$ cat src/rtl/rstgen_pkg.sv
// Shared constants for the domain reset generator: domain bit map,
// group membership and reset-cause bit positions.
package rstgen_pkg;
    localparam int NUM_DOM        = 10;
    localparam int DOM_PSC        = 0;
    localparam int DOM_AON_PWR    = 1;
    localparam int DOM_AON_PERIPH = 2;
    localparam int DOM_AON_MEM    = 3;
    localparam int DOM_AON_MISC   = 4;
    localparam int DOM_RADIO_TMR  = 5;
    localparam int DOM_RADIO_CORE = 6;
    localparam int DOM_MCU        = 7;
    localparam int DOM_CPU        = 8;
    localparam int DOM_DBG        = 9;

    // Domains that a CPU request spares (reset only by power-class sources).
    localparam logic [NUM_DOM-1:0] PWR_GROUP = 10'b10_0000_0011;

    localparam int CAUSE_W   = 4;
    localparam int CAUSE_PWR = 0;
    localparam int CAUSE_PIN = 1;
    localparam int CAUSE_WDT = 2;
    localparam int CAUSE_SW  = 3;

    localparam logic [CAUSE_W-1:0] CAUSE_AT_POR = 4'b0001;
endpackage

$ cat src/rtl/rstgen_stretch.sv
// Reset release stretcher.
// Drives rst_n_o low as soon as src_n_i falls (asynchronous assertion).
// After src_n_i rises, the release is first synchronized through
// SYNC_STAGES flops and then held for HOLD_CYCLES more cycles; rst_n_o
// rises on edge SYNC_STAGES + HOLD_CYCLES + 1. Assumes SYNC_STAGES >= 2
// and that src_n_i is glitch-free.
module rstgen_stretch #(
    parameter int SYNC_STAGES = 2,
    parameter int HOLD_CYCLES = 16
) (
    input  logic clk,
    input  logic src_n_i,
    output logic rst_n_o
);
    localparam int CW = $clog2(HOLD_CYCLES + 1);
    localparam logic [CW-1:0] HOLD_LAST = CW'(HOLD_CYCLES);

    logic [SYNC_STAGES-1:0] sync_q;
    logic [CW-1:0]          cnt_q;
    logic                   out_q;

    // Synchronize release, count hold cycles, then let the output go high.
    always_ff @(posedge clk or negedge src_n_i) begin
        if (!src_n_i) begin
            sync_q <= '0;
            cnt_q  <= '0;
            out_q  <= 1'b0;
        end else begin
            sync_q <= {sync_q[SYNC_STAGES-2:0], 1'b1};
            if (sync_q[SYNC_STAGES-1] && (cnt_q != HOLD_LAST)) begin
                cnt_q <= cnt_q + 1'b1;
            end
            out_q <= (cnt_q == HOLD_LAST);
        end
    end

    assign rst_n_o = out_q;
endmodule

$ cat src/rtl/rstgen_cause.sv
// Sticky reset-cause register.
// Loaded with the power-on/brown-out code while porbod_n_i is low.
// Falling edges of the pin and watchdog sources, seen through
// synchronizers, replace the contents with their own bits. A CPU request
// taken while the core reset is released sets the software bit. Software
// clears bits with a strobe and mask. Assumes clk runs during reset.
module rstgen_cause
    import rstgen_pkg::*;
#(
    parameter int SYNC_STAGES = 2
) (
    input  logic               clk,
    input  logic               porbod_n_i,
    input  logic               pin_n_i,
    input  logic               wdt_n_i,
    input  logic               core_rst_n_i,
    input  logic               sys_req_i,
    input  logic               clr_i,
    input  logic [CAUSE_W-1:0] clr_mask_i,
    output logic [CAUSE_W-1:0] cause_o
);
    localparam int NUM_EV = 2;

    logic [NUM_EV-1:0]  raw_n;
    logic [NUM_EV-1:0]  ev;
    logic [CAUSE_W-1:0] cause_q;
    logic [CAUSE_W-1:0] cause_nxt;
    logic               sw_hit;

    assign raw_n = {wdt_n_i, pin_n_i};

    for (genvar s = 0; s < NUM_EV; s++) begin : g_src
        logic [SYNC_STAGES:0] chain_q;
        // Synchronize the raw source and keep one extra stage for edge detect.
        always_ff @(posedge clk or negedge porbod_n_i) begin
            if (!porbod_n_i) begin
                chain_q <= '1;
            end else begin
                chain_q <= {chain_q[SYNC_STAGES-1:0], raw_n[s]};
            end
        end
        assign ev[s] = chain_q[SYNC_STAGES] & ~chain_q[SYNC_STAGES-1];
    end

    assign sw_hit = sys_req_i & core_rst_n_i;

    // Next cause: clear by mask, set software bit, hardware events replace.
    always_comb begin
        cause_nxt = cause_q;
        if (clr_i) begin
            cause_nxt = cause_nxt & ~clr_mask_i;
        end
        if (sw_hit) begin
            cause_nxt[CAUSE_SW] = 1'b1;
        end
        if (|ev) begin
            cause_nxt            = '0;
            cause_nxt[CAUSE_PIN] = ev[0];
            cause_nxt[CAUSE_WDT] = ev[1];
        end
    end

    // Hold the cause record; power-on/brown-out forces its own code.
    always_ff @(posedge clk or negedge porbod_n_i) begin
        if (!porbod_n_i) begin
            cause_q <= CAUSE_AT_POR;
        end else begin
            cause_q <= cause_nxt;
        end
    end

    assign cause_o = cause_q;
endmodule

$ cat src/rtl/rstgen_top.sv
// Multi-source domain reset generator.
// Combines power-class sources and the watchdog into the power reset,
// stretches it into the power-group resets (which double as the core
// reset), and derives the system-group resets from the core reset and a
// captured CPU request. Every output asserts asynchronously and releases
// through a synchronizer plus hold counter. Assumes clk runs during reset.
module rstgen_top
    import rstgen_pkg::*;
#(
    parameter int SYNC_STAGES = 2,
    parameter int HOLD_CYCLES = 16
) (
    input  logic               clk,
    input  logic               por_n_i,
    input  logic               bor_n_i,
    input  logic               pin_n_i,
    input  logic               wdt_n_i,
    input  logic               sys_req_i,
    input  logic               cause_clr_i,
    input  logic [CAUSE_W-1:0] cause_clr_mask_i,
    output logic [NUM_DOM-1:0] dom_rst_n_o,
    output logic [CAUSE_W-1:0] cause_o
);
    logic porbod_n;
    logic pmu_rst_n;
    logic pwr_src_n;
    logic core_rst_n;
    logic sys_src_n;
    logic sys_rst_n;
    logic req_pend_q;

    assign porbod_n  = por_n_i & bor_n_i;
    assign pmu_rst_n = porbod_n & pin_n_i;
    assign pwr_src_n = pmu_rst_n & wdt_n_i;

    rstgen_stretch #(
        .SYNC_STAGES (SYNC_STAGES),
        .HOLD_CYCLES (HOLD_CYCLES)
    ) u_pwr_str (
        .clk     (clk),
        .src_n_i (pwr_src_n),
        .rst_n_o (core_rst_n)
    );

    // Capture the CPU request and hold it until the system reset is applied.
    always_ff @(posedge clk or negedge core_rst_n) begin
        if (!core_rst_n) begin
            req_pend_q <= 1'b0;
        end else begin
            req_pend_q <= sys_req_i | (req_pend_q & sys_rst_n);
        end
    end

    assign sys_src_n = core_rst_n & ~req_pend_q;

    rstgen_stretch #(
        .SYNC_STAGES (SYNC_STAGES),
        .HOLD_CYCLES (HOLD_CYCLES)
    ) u_sys_str (
        .clk     (clk),
        .src_n_i (sys_src_n),
        .rst_n_o (sys_rst_n)
    );

    for (genvar d = 0; d < NUM_DOM; d++) begin : g_dom
        if (PWR_GROUP[d]) begin : g_pwr
            assign dom_rst_n_o[d] = core_rst_n;
        end else begin : g_sys
            assign dom_rst_n_o[d] = sys_rst_n;
        end
    end

    rstgen_cause #(
        .SYNC_STAGES (SYNC_STAGES)
    ) u_cause (
        .clk          (clk),
        .porbod_n_i   (porbod_n),
        .pin_n_i      (pin_n_i),
        .wdt_n_i      (wdt_n_i),
        .core_rst_n_i (core_rst_n),
        .sys_req_i    (sys_req_i),
        .clr_i        (cause_clr_i),
        .clr_mask_i   (cause_clr_mask_i),
        .cause_o      (cause_o)
    );
endmodule

$ cat config.mk
export PLATFORM = sky130hd
export DESIGN_NAME = rstgen_top
export DESIGN_NICKNAME = d
export VERILOG_FILES = /design/src/rtl/rstgen_pkg.sv /design/src/rtl/rstgen_stretch.sv /design/src/rtl/rstgen_cause.sv /design/src/rtl/rstgen_top.sv
export SDC_FILE = /design/constraint.sdc
export NUM_CORES = 1
export LEC_CHECK = 0
export BUFFER_PORTS_ARGS = -buffer_cell sky130_fd_sc_hd__buf_2
export CAP_MARGIN = 10
export CELL_PAD_IN_SITES_DETAIL_PLACEMENT = 1
export CELL_PAD_IN_SITES_GLOBAL_PLACEMENT = 2
export CORE_UTILIZATION = 40
export CTS_BUF_LIST = sky130_fd_sc_hd__clkbuf_8
export DETAILED_ROUTE_END_ITERATION = 8
export PLACE_DENSITY = 0.82
export SETUP_SLACK_MARGIN = 0.4
export SLEW_MARGIN = 20
export SYNTH_ARGS = -nofsm -noshare
export SYNTH_HDL_FRONTEND = slang
export SYNTH_HIERARCHICAL = 1
export SYNTH_SLANG_ARGS = --single-unit
$ cat constraint.sdc
create_clock -name clk -period 1.87 [get_ports clk]
set_clock_uncertainty 0.05 [all_clocks]
set_input_delay 0.0935 -clock clk [delete_from_list [all_inputs] [get_ports clk]]
set_output_delay 0.0935 -clock clk [all_outputs]
set_load 0.02 [all_outputs]
==> results of run 1 <==
## cell type report
| class | instances | area (um2) |
|---|---|---|
| Timing Repair Buffer | 40 | 255 |
| Inverter | 4 | 15.0 |
| Clock buffer | 3 | 41.3 |
| Tap cell | 31 | 38.8 |
| Fill cell | 289 | 1300 |
| Clock inverter | 1 | 3.75 |
| Multi-Input combinational cell | 45 | 394 |
| Sequential cell | 27 | 684 |
## synth_stat cells
| library cell | instances | area, um2 |
|---|---|---|
| sky130_fd_sc_hd__a31o_2 | 1 | 8.76 |
| sky130_fd_sc_hd__nand2b_2 | 2 | 17.5 |
| sky130_fd_sc_hd__mux2_1 | 2 | 22.5 |
| sky130_fd_sc_hd__nor2_1 | 2 | 7.51 |
| sky130_fd_sc_hd__dfrtp_1 | 20 | 500 |
| sky130_fd_sc_hd__buf_4 | 10 | 75.1 |
| sky130_fd_sc_hd__a21o_1 | 1 | 7.51 |
| sky130_fd_sc_hd__ha_1 | 4 | 50.1 |
| sky130_fd_sc_hd__and4_1 | 2 | 17.5 |
| sky130_fd_sc_hd__nor4bb_4 | 2 | 50.1 |
| sky130_fd_sc_hd__a211oi_2 | 1 | 12.5 |
| sky130_fd_sc_hd__a21bo_1 | 1 | 10.0 |
| sky130_fd_sc_hd__nand4_1 | 4 | 25.0 |
| sky130_fd_sc_hd__dfstp_2 | 7 | 184 |
| sky130_fd_sc_hd__and2_2 | 1 | 7.51 |
| sky130_fd_sc_hd__inv_1 | 4 | 15.0 |
| sky130_fd_sc_hd__nor2b_1 | 3 | 18.8 |
| sky130_fd_sc_hd__xnor2_1 | 6 | 52.6 |
| sky130_fd_sc_hd__conb_1 | 2 | 7.51 |
| sky130_fd_sc_hd__a31o_1 | 1 | 8.76 |
| sky130_fd_sc_hd__nand2b_1 | 2 | 12.5 |
| sky130_fd_sc_hd__xor2_1 | 2 | 17.5 |
| sky130_fd_sc_hd__nand2_1 | 6 | 22.5 |
## power breakdown
group,internal [mW],leakage (nW),switching (mW),total [mW]
clock,0.147,0.0269,0.172,0.320
sequential,0.729,0.331,0.135,0.864
combinational,0.346,0.371,0.250,0.597
total,1.22,0.729,0.558,1.78
## worst reg2reg max path: cells and delay by family (launching register included)
kind	cells	cell delay, ns
and+or+nand+nor	2	0.41
muxes	1	0.29
DFF	1	0.39
adders and majority gates	1	0.13
buffers and inverters	1	0.06
## stage by stage
step / hold WS, ns / utilization, % / instances / area [um2] / worst slack, ns
2_1_floorplan: -0.0763 / - / 86 / 1150 / 0.433
3_3_place_gp: -0.00124 / 45.2 / 131 / 1230 / 0.347
3_5_place_dp: 0.00502 / 45.2 / 131 / 1230 / 0.294
4_1_cts: 0.0137 / 51.4 / 148 / 1410 / 0.405
5_1_grt: 0.0243 / 52.4 / 151 / 1430 / 0.351
6_report: 0.0132 / 52.4 / 151 / 1430 / 0.423
## flip-flops by register name, summed over array words and instances (netlist names)
name and count:
u_pwr_str/rst_n_o 1, u_sys_str/sync_q 2, u_pwr_str/cnt_q 5, u_sys_str/rst_n_o 1, u_sys_str/cnt_q 5, u_pwr_str/sync_q 2, u_cause/g_src.chain_q 6, u_cause/cause_o 4
req_pend_q 1
## layer usage
metal  track usage [%]  vias up
met4              7.50        0
met3              3.72        5
li1                  -      340
met1              17.7      337
met2              24.1       25
met5                 0        -
## repair_timing
item | CTS | global route
resized for setup | 3 | 1
endpoints found under the setup margin | 2 | 2
hold endpoints to repair | 21 | 0
hold buffers | 6 | 0
setup buffers | 7 | 3
## how the worst max path moves through the flow
stage	cells after the start	end	slack [ns]
detailed placement	5	u_pwr_str/cnt_q[1]	0.29
CTS	5	u_pwr_str/cnt_q[1]	0.40
global placement	5	u_pwr_str/cnt_q[1]	0.35
global route	5	u_pwr_str/cnt_q[1]	0.35
finish	5	u_pwr_str/cnt_q[1]	0.42
floorplan	5	u_pwr_str/cnt_q[1]	0.43
## kinds of logic (layout without fill, tap and decap cells)
| kind of cell | Yosys count | count (layout) | synth area share, % |
|---|---|---|---|
| flops | 27 | 27 | 59.5 |
| simple gates | 24 | 24 | 15.5 |
| buf+inv | 14 | 48 | 7.83 |
| xor+xnor | 8 | 8 | 6.09 |
| compound gates | 5 | 5 | 4.13 |
| fa+ha+maj | 4 | 4 | 4.35 |
| other cells | 2 | 2 | 0.652 |
| mux | 2 | 2 | 1.96 |
==> impl_results.md, run 1 <==
- Clock tree sinks: 27
- Worst path required time: between 1.5 and 2 ns
- Total number of H-tree levels: 1
- Number of standard cells after synthesis: 86
- Hold WC Path Type: reg2async
- Average vias per placed instance: between 4 and 5
- Routed length on met3: ~120 um
- Number of global-route vias before repair: 739
- Effective utilization at floorplan: around 42%
- Syn avg cell area: between 10 and 15 um2
- Buffers on Ports: 24
- Post-synthesis sequential area ratio: about three fifths
- Final number of setup-violating endpoints: 0
- Total vias in the final route: around 700
- Worst Max-Slew Pin Slew: 0.658 ns
- Slowest-stage cell, CP: sky130_fd_sc_hd__dfrtp_1
- Total GRT Usage: 14.6%
- Remaining Overflow, GRT: 0
- Crit path from: u_pwr_str/cnt_q[1]
- Critical path buffers and inverters: 1
- Worst-case reg-to-reg path depth: 5
- Max_slew headroom: a little under three fifths
- CP delay by family, top: simple AND/OR/NAND/NOR gates
- Routed wire length: ~2000 um
- Commonest non-fill, non-tap cell in the layout: sky130_fd_sc_hd__buf_2
- Cell area after synthesis: between 0.001 and 0.0015 mm2
- Die extent in y: ~56 um
- Maximum ir drop on the vdd rail: just under 0.7 mV
- Inserted Clock Buffers: 3
- Pin count of the biggest net entering global routing: 15
- Critical path, cell by cell: inv_1 > ha_1 > nor4bb_4 > nand2b_4 > mux2_4
- Post-synthesis cell type count: 23
- Clock network latency to the later pin of the worst-skew pair: about 0.27 ns
- Leakage: ~0.73 nW
- Max_cap viols: 0
- X dimension of the die: roughly 56 um
- Gpl congestion: 0.739
- Longest Clk Path Bufs: 2
- Row Count: 19
- Signal arrival time at the worst endpoint: between 1.5 and 2 ns
- Result of the run: complete, no violations
- Most frequent cells in the layout: sky130_fd_sc_hd__buf_2 (24), sky130_fd_sc_hd__dfrtp_1 (20), sky130_fd_sc_hd__buf_4 (10)
- Detailed-routing wirelength on met1: 854 um
- Fmax: slightly below 700 MHz
- Final number of hold-violating endpoints: 0
- Final worst path period need: 1.45 ns
- Start of the worst register-to-register path: u_pwr_str/cnt_q[1]
- Final net count: 136
- Type of the worst setup path: reg2reg
- Overall power after layout: ~1.8 mW
- Number of warnings printed during yosys synthesis: 6
- Power density relative to cell area: between 1000 and 1500 mW/mm2
- Period utilization: between 70 and 80%
- Synthesis-stage register bit count: 27
- Post-DRT Antenna Nets: 0
- Number of top-level design ports: 25
- Fraction of layout cells with a size suffix above 1: 44.2%
- Post-DP HPWL: between 1000 and 1500 um
- Area of the die: slightly above 0.003 mm2
- Remaining design rule violation count: 0
- Number of antenna violations at the first check in global routing: 0
- DR top layer: met4
- Count of TritonRoute iterations in the first routing pass: 4
- Met2 wirelength from detailed routing: 954 um
- Worst setup SP type: flip-flop
- Average wire per cell in the routed design: 13.1 um
- Initial detailed-routing violation count: 10
- Endpoint of the most critical register-to-register path: u_pwr_str/cnt_q[1]
- Sum Neg Setup Slack: 0 ns
- Clock-pin slew on the worst setup and hold paths: 0.09 ns
- P&R area growth vs syn: 24.5%
- Post-synth net total: 101
- RSZ-0062 raised after global routing: true
- CTS tree: done
- FF-to-FF setup slack: 0.42 ns
- Final Slew Violations: 0
- Delay of the slowest cell on the worst path: a little under 0.4 ns
- Number of antenna cells inserted: 0
- Placeable core region: around 0.0027 mm2
- Highest fanout seen on the critical path: 2
- Root buffer cell: sky130_fd_sc_hd__clkbuf_8
- First-pass GRT wire length: 3360 um
- Kind of end point of the critical path: flip-flop
No activity file was read; power rests on OpenSTA's default activity.
==> run 2: changes to the inputs <==
- CORE_UTILIZATION: 40 -> 37
- PLACE_DENSITY: 0.82 -> 0.76
- clock period: 1.87 -> 1.41 ns (I/O delays scaled with it)
==> impl_results.md, run 2 (same netlist as run 1, synthesis figures left out) <==
- Initial detailed-routing violation count: 13 (+3)
- Source of the worst hold timing path: cause_clr_mask_i[3]
- Clock tree sinks: 27 (unchanged)
- Clock network latency to the later pin of the worst-skew pair: 0.27 ns (about the same)
- Leakage: 0.800 nW (+9.7%)
- Clock-pin slew on the worst setup and hold paths: 0.09 ns (about the same)
- Top flop regs: u_cause/g_src.chain_q x6, u_pwr_str/cnt_q x5, u_sys_str/cnt_q x5
- Maximum ir drop on the vdd rail: 0.873 mV (+26%)
- Area of the die: 0.00334 mm2 (+7.8%)
- Pin count of the biggest net entering global routing: 16 (+1)
- Number of global-route vias before repair: 830 (+12%)
- Inserted Clock Buffers: 3 (unchanged)
- Area taken by flip-flops and latches: 686 um2 (+0.18%)
- Remaining Overflow, GRT: 0 (unchanged)
- Gpl congestion: 0.785 (+6.2%)
- Max_cap viols: 0 (unchanged)
- Delay of the slowest cell on the worst path: 0.40 ns (about the same)
- Average vias per placed instance: 4.84 (+3.5%)
- Period utilization: 104% (+27 points)
- Kind of end point of the critical path: flip-flop
- Post-place setup slack: -0.0440 ns (-0.338 ns)
- Endpoint of the most critical register-to-register path: u_pwr_str/cnt_q[1]
- Number of antenna violations at the first check in global routing: 0 (unchanged)
- Start of the worst register-to-register path: u_pwr_str/cnt_q[0]
- Final number of hold-violating endpoints: 0 (unchanged)
- FF-to-FF setup slack: -0.06 ns (-0.49 ns)
- X dimension of the die: 57.8 um (+3.8%)
- Count of fill cells added during filler insertion: 297 (+2.8%)
- Post-DRT Antenna Nets: 0 (unchanged)
- Final Slew Violations: 0 (unchanged)
- Worst hold path cell count: 3
- Average wire per cell in the routed design: 14.3 um (+9.6%)
- Count of TritonRoute iterations in the first routing pass: 6 (+2)
- Total GRT Usage: 15.4% (+0.82 points)
- Power density relative to cell area: 1680 mW/mm2 (+35%)
- Signal arrival time at the worst endpoint: 1.59 ns (+0.03 ns)
- Final worst path period need: 1.47 ns (+0.0255 ns)
- Fraction of layout cells with a size suffix above 1: 57.7% (+14 points)
- Overall power after layout: 2.72 mW (+53%)
- Register containing the most flip-flops in the final layout: u_cause/g_src.chain_q
- Longest Clk Path Bufs: 2 (unchanged)
- Area used by multi-input combinational logic: 442 um2 (+12%)
- Die extent in y: 57.8 um (+3.8%)
- Final instance area: 0.00162 mm2 (+13%)
- Flip-flop count of the largest register, all copies and words added: 6 (unchanged)
- P&R area growth vs syn: 41.1%
- Highest fanout seen on the critical path: 2 (unchanged)
- First-pass GRT wire length: 3770 um (+12%)
- Routed wire length: 2310 um (+17%)
- Remaining design rule violation count: 4 (+4)
- Row Count: 19 (unchanged)
- Most frequent cells in the layout: sky130_fd_sc_hd__dfrtp_1 (19), sky130_fd_sc_hd__buf_2 (16), sky130_fd_sc_hd__buf_4 (16)
- Commonest non-fill, non-tap cell in the layout: sky130_fd_sc_hd__dfrtp_1
- Type of the worst setup path: reg2reg
- Number of top-level design ports: 25 (unchanged)
- Placeable core region: 0.00285 mm2 (+4.3%)
- Result of the run: complete, but fails checks
- Sum Neg Setup Slack: -0.0788 ns (-0.0788 ns)
- Worst path required time: 1.53 ns (-0.46 ns)
- Worst-case reg-to-reg path depth: 5 (unchanged)
- Post-DP Area: 0.00135 mm2 (+9.3%)
- RSZ-0062 raised after global routing: true
- Hold WC Path Type: in2reg
- Fmax: 679 MHz (-1.7%)
- Number of antenna cells inserted: 0 (unchanged)
- Final net count: 146 (+7.4%)
- Post-DP HPWL: 1600 um (+22%)
- Total vias in the final route: 780 (+10%)
- Root buffer cell: sky130_fd_sc_hd__clkbuf_8
- Buffers on Ports: 24 (unchanged)
- Worst setup SP type: flip-flop
- Effective utilization at floorplan: 40.4% (-1.8 points)
- Total number of H-tree levels: 1 (unchanged)
- CTS tree: done
- Critical path, cell by cell: inv_1 > ha_2 > nor4bb_4 > nand2b_4 > mux2_4
- Post-route worst setup slack: -0.0621 ns (-0.486 ns)
- Final number of setup-violating endpoints: 2 (+2)
- Slowest-stage cell, CP: sky130_fd_sc_hd__dfrtp_1
- Violations in the final reports: DRC, setup timing
- Hold Path End: u_cause/cause_o[3]
run 2: cell count changes in the layout (fill, tap and decap cells not counted), moves of 2 or more:
cell                      before  now
sky130_fd_sc_hd__buf_2        24   16
sky130_fd_sc_hd__buf_4        10   16
sky130_fd_sc_hd__buf_6         0   13
sky130_fd_sc_hd__ha_1          4    1
sky130_fd_sc_hd__ha_2          0    2
sky130_fd_sc_hd__nor2b_1       3    1
run 2: power by group:
group          leakage, nW  switching (mW)  internal, mW
Clock               0.0255           0.241         0.198
Combinational        0.445           0.459         0.692
Sequential           0.329           0.164         0.968
run 2: worst max-delay path: cells and delay by family (launching register included):
family	cells	cell delay, ns
adders and majority gates	1	0.16
buffers and inverters	1	0.07
DFF	1	0.40
muxes	1	0.29
and+or+nand+nor	2	0.40
run 2: cell type report:
type / instances / share of cell area, %
clock buffer: 3 / 2.54
clock inverter: 1 / 0.308
inverter: 4 / 0.924
multi-input combinational: 45 / 27.2
sequential: 27 / 42.2
tap: 31 / 2.39
timing repair buffer: 50 / 24.4
run 2: routing by layer:
layer / up-vias / wire [um] / share of wire (%) / global-route usage (%)
met5: - / 0 / 0 / 0
met3: 5 / 84 / 3.6 / 2.01
met4: 0 / 44 / 1.9 / 7.14
met1: 391 / 905 / 39 / 17.4
li1: 360 / - / - / -
met2: 24 / 1270 / 55 / 28.7
run 2: what timing repair did:
action | CTS | global route
hold buffers | 5 | 0
setup endpoints to repair | 21 | 24
endpoints found under the hold margin | 21 | 0
buffers inserted | 4 | 4
pin swaps | 4 | 6
gates resized for setup | 21 | 12
run 2: worst max-delay path by stage:
stage	from	end	slack [ns]
2_1_floorplan	u_pwr_str/cnt_q[0]	u_pwr_str/cnt_q[1]	-0.02
3_3_place_gp	u_sys_str/cnt_q[0]	u_sys_str/cnt_q[1]	0.03
3_5_place_dp	u_pwr_str/cnt_q[0]	u_pwr_str/cnt_q[1]	-0.04
4_1_cts	u_pwr_str/cnt_q[1]	u_pwr_str/cnt_q[1]	-0.04
5_1_grt	u_pwr_str/cnt_q[0]	u_pwr_str/cnt_q[1]	-0.11
6_report	u_pwr_str/cnt_q[0]	u_pwr_str/cnt_q[1]	-0.06
run 2: per-stage QoR:
step                util [%]  hold slack (ns)  cells
detailed placement      47.3         0.000643    144
floorplan                  -          -0.0993     86
finish                  56.9           0.0265    161
global route            56.9           0.0441    161
CTS                     54.2           0.0302    157
global placement        47.3         0.000557    144
==> run 3: changes to the inputs <==
- ABC_AREA: not set -> 1
- CORE_UTILIZATION: 37 -> 34
- PLACE_DENSITY: 0.76 -> 0.77
==> impl_results.md, run 3 <==
- Result of the run: complete, no violations
- Cell total after placement: 182 (+26%)
- Delay of the slowest cell on the worst path: 0.40 ns (about the same)
- Multiplexer fraction of the synthesized cell area: 0% (-2.0 points)
- First-pass GRT wire length: 3710 um (-1.6%)
- Post-DP HPWL: 1490 um (-6.9%)
- Hold WC Path Type: in2reg
- Most frequent cells in the layout: sky130_fd_sc_hd__nand2_1 (28), sky130_fd_sc_hd__dfrtp_1 (18), sky130_fd_sc_hd__buf_2 (16)
- Row Count: 20 (+1)
- Type of the worst setup path: reg2reg
- Count of fill cells added during filler insertion: 383 (+29%)
- Post-DP Area: 0.00129 mm2 (-4.5%)
- Cell Count, Final, Fillers Out: 204 (+27%)
- Synthesis-stage register bit count: 27 (unchanged)
- Leakage: 0.883 nW (+10%)
- Number of warnings printed during yosys synthesis: 6 (unchanged)
- Die extent in y: 60.5 um (+4.7%)
- Total GRT Usage: 14.3% (-1.1 points)
- Portion of total power attributed to combinational logic: 38.6% (-3.7 points)
- Top flop regs: u_cause/g_src.chain_q x6, u_pwr_str/cnt_q x5, u_sys_str/cnt_q x5
- Gpl congestion: 0.676 (-14%)
- Root buffer cell: sky130_fd_sc_hd__clkbuf_8
- Number of standard cells after synthesis: 122 (+42%)
- RSZ-0062 raised after global routing: true
- Clock network latency to the later pin of the worst-skew pair: 0.26 ns (about the same)
- Worst path required time: 1.52 ns (about the same)
- Cell type contributing the most total cell area after synthesis: sky130_fd_sc_hd__dfrtp_1
- Hold Path End: u_cause/cause_o[1]
- Total vias in the final route: 844 (+8.2%)
- Met1 track demand over resource in global routing: 15.4% (-2.1 points)
- Start of the worst register-to-register path: u_sys_str/cnt_q[0]
- Source of the worst hold timing path: cause_clr_mask_i[1]
- Syn avg cell area: 9.54 um2 (-29%)
- GR Util met2: 27.3% (-1.4 points)
- Slowest-stage cell, CP: sky130_fd_sc_hd__dfrtp_1
- Final net count: 176 (+21%)
- Period utilization: 81.0% (-23 points)
- Clock-pin slew on the worst setup and hold paths: 0.09 ns (about the same)
- Post-DRT Antenna Nets: 0 (unchanged)
- Simple-gate portion of the synthesized area: 21.8% (+6.3 points)
- P&R area growth vs syn: 41.5%
- Part of the power in the clock network: 16.4% (+0.3 points)
- Clock tree sinks: 27 (unchanged)
- Max_cap viols: 0 (unchanged)
- Maximum ir drop on the vdd rail: 0.767 mV (-12%)
- Global-route track usage on met3: 2.56% (+0.55 points)
- Flip-flop count of the largest register, all copies and words added: 6 (unchanged)
- Number of antenna violations at the first check in global routing: 0 (unchanged)
- Average wire per cell in the routed design: 11.3 um (-21%)
- Overall power after layout: 2.50 mW (-8.2%)
- Final number of setup-violating endpoints: 0 (-2)
- Total number of H-tree levels: 1 (unchanged)
- Top post-synthesis cells by area: sky130_fd_sc_hd__dfrtp_1 (43%), sky130_fd_sc_hd__dfstp_2 (16%), sky130_fd_sc_hd__nand2_1 (13%), sky130_fd_sc_hd__buf_4 (6.5%), sky130_fd_sc_hd__ha_1 (4.3%)
- Worst hold path cell count: 4 (+1)
- Switching power total: 0.881 mW (+2.0%)
- Leading cell type by number of instances after synthesis: sky130_fd_sc_hd__nand2_1
- Part of the power in registers: 45.0% (+3.4 points)
- Fraction of layout cells with a size suffix above 1: 49.4% (-8.3 points)
- Final Slew Violations: 0 (unchanged)
- Total internal power: 1.62 mW (-13%)
- Placeable core region: 0.00315 mm2 (+11%)
- Inserted Clock Buffers: 3 (unchanged)
- Arithmetic-cell share of the synthesized area counting full adders, half adders and majority gates: 4.30% (-0.047 points)
- Switching power share of the total: 35.3% (+3.5 points)
- CP delay by family, top: flip-flops
- Largest family of logic cells by synthesized area: simple AND/OR/NAND/NOR gates
- Final instance area: 0.00165 mm2 (+1.4%)
- Layer carrying the most global-route usage: met2
- Final number of hold-violating endpoints: 0 (unchanged)
- Pin count of the biggest net entering global routing: 15 (-1)
- CTS tree: done
- Highest fanout seen on the critical path: 5 (+3)
- Kind of end point of the critical path: flip-flop
- Sum Neg Setup Slack: 0 ns (+0.0788 ns)
- Number of top-level design ports: 25 (unchanged)
- Top cells by count, synth: sky130_fd_sc_hd__nand2_1 (39), sky130_fd_sc_hd__dfrtp_1 (20), sky130_fd_sc_hd__inv_1 (13)
- Endpoint of the most critical register-to-register path: u_sys_str/cnt_q[1]
- Number of global-route vias before repair: 874 (+5.3%)
- Synth Flop Type: sky130_fd_sc_hd__dfrtp_1
- Compound-gate portion of the synthesized area: 0.753% (-3.4 points)
- Worst setup SP type: flip-flop
- Remaining design rule violation count: 0 (-4)
- Cell area after synthesis: 0.00116 mm2 (+1.1%)
- Top-area cell type share of the netlist area: 43.0% (-0.47 points)
- Critical path buffers and inverters: 2 (+1)
- Area of the die: 0.00366 mm2 (+9.7%)
- Critical path, cell by cell: inv_2 > ha_4 > nand2_2 > inv_2 > nand2_4 > nand2_4 > nand2_2 > nand2_1
- Worst-case reg-to-reg path depth: 8 (+3)
- Buffers on Ports: 24 (unchanged)
- Xor/xnor cell area share of the yosys netlist: 3.01% (-3.1 points)
- Async SR Flop Fraction: 100% (unchanged)
- Power density relative to cell area: 1520 mW/mm2 (-9.5%)
- X dimension of the die: 60.5 um (+4.7%)
- Average vias per placed instance: 4.14 (-15%)
- Post-synthesis cell type count: 13 (-43%)
- Register containing the most flip-flops in the final layout: u_cause/g_src.chain_q
- Final worst path period need: 1.14 ns (-0.330 ns)
- Fmax: 875 MHz (+29%)
- Effective utilization at floorplan: 36.9% (-3.4 points)
- Post-synth net total: 137 (+36%)
- FF-to-FF setup slack: 0.27 ns (+0.33 ns)
- Post-synthesis sequential area ratio: 58.8% (-0.64 points)
- Count of TritonRoute iterations in the first routing pass: 4 (-2)
- Longest Clk Path Bufs: 2 (unchanged)
- Commonest non-fill, non-tap cell in the layout: sky130_fd_sc_hd__nand2_1
- Routed wire length: 2310 um (+0.13%)
- Number of enable flip-flop cells after synthesis: 0 (unchanged)
- Initial detailed-routing violation count: 16 (+3)
- Number of antenna cells inserted: 0 (unchanged)
- Signal arrival time at the worst endpoint: 1.26 ns (-0.33 ns)
- CP Depth: 8 (+3)
- Remaining Overflow, GRT: 0 (unchanged)
- Minimum hold slack: 0.0234 ns (-0.00312 ns)
-- run 3: cell types whose count changed after synthesis, sizes merged, moves of 2 or more --
cell / before / now
nand2: 6 / 44
inv: 4 / 13
nor2: 2 / 11
nand3: 0 / 6
xnor2: 6 / 0
nand2b: 4 / 0
nand4: 4 / 0
nor2b: 3 / 0
a31o: 2 / 0
and4: 2 / 0
mux2: 2 / 0
nor4bb: 2 / 0
xor2: 2 / 4
-- run 3: worst max-delay path by stage --
stage	slack (ns)	startpoint	endpoint
6_report	0.27	u_sys_str/cnt_q[0]	u_sys_str/cnt_q[1]
5_1_grt	0.20	u_sys_str/cnt_q[0]	u_sys_str/cnt_q[1]
4_1_cts	0.29	u_pwr_str/cnt_q[1]	u_pwr_str/cnt_q[1]
3_5_place_dp	0.23	u_sys_str/cnt_q[0]	u_sys_str/cnt_q[1]
3_3_place_gp	0.26	u_sys_str/cnt_q[1]	u_sys_str/cnt_q[0]
2_1_floorplan	0.36	u_pwr_str/cnt_q[0]	u_pwr_str/cnt_q[0]
-- run 3: kinds of logic (layout without fill, tap and decap cells) --
logic type               after synthesis  in the layout
buffers and inverters                 23             61
flip-flops                            27             27
XOR/XNOR                               4              4
AO/OA/AOI/OAI                          1              1
AND/OR/NAND/NOR                       61             61
other                                  2              2
adder cells (fa/ha/maj)                4              4
-- run 3: final cells by class --
type / count / area (um2) / area share [%]
Sequential cell: 27 / 687 / 41.7
Multi-Input combinational cell: 72 / 458 / 27.8
Timing Repair Buffer: 44 / 353 / 21.4
Tap cell: 44 / 55.1 / 3.34
Inverter: 13 / 48.8 / 2.96
Clock buffer: 3 / 41.3 / 2.51
Clock inverter: 1 / 3.75 / 0.228
-- run 3: what timing repair did --
item,4_1_cts,5_1_grt
endpoints found under the setup margin,20,19
resized for setup,18,31
endpoints found under the hold margin,15,0
pin swaps,5,4
setup buffers,8,3
hold buffers,7,0
-- run 3: per-stage QoR --
stage	utilization, %	worst slack [ns]
floorplan	-	0.361
global placement	40.9	0.258
detailed placement	40.9	0.230
CTS	48.3	0.285
global route	52.2	0.200
finish	52.2	0.268
-- run 3: worst reg2reg max path, cell delays in order (launching register included) --
cell,delay (ns)
sky130_fd_sc_hd__dfrtp_1,0.40
sky130_fd_sc_hd__inv_2,0.07
sky130_fd_sc_hd__ha_4,0.16
sky130_fd_sc_hd__nand2_2,0.05
sky130_fd_sc_hd__inv_2,0.04
sky130_fd_sc_hd__nand2_4,0.09
sky130_fd_sc_hd__nand2_4,0.06
sky130_fd_sc_hd__nand2_2,0.07
sky130_fd_sc_hd__nand2_1,0.05
-- run 3: routing by layer --
layer / share of wire, % / wire length [um] / vias up
li1: - / - / 428
met1: 41 / 945 / 397
met2: 54 / 1250 / 17
met3: 3.8 / 88 / 2
met4: 0.95 / 22 / 0
met5: 0 / 0 / -
-- run 3: power groups by stage --
stage / Clock, mW / Combinational [mW] / Sequential [mW]
final: 0.410 / 0.964 / 1.12
after global routing: 0.468 / 1.08 / 1.15
after CTS: 0.431 / 0.773 / 1.11
after detailed placement: 0 / 0.543 / 1.13
after global placement: 0 / 0.515 / 1.12
after floorplan: 0 / 0.452 / 1.10
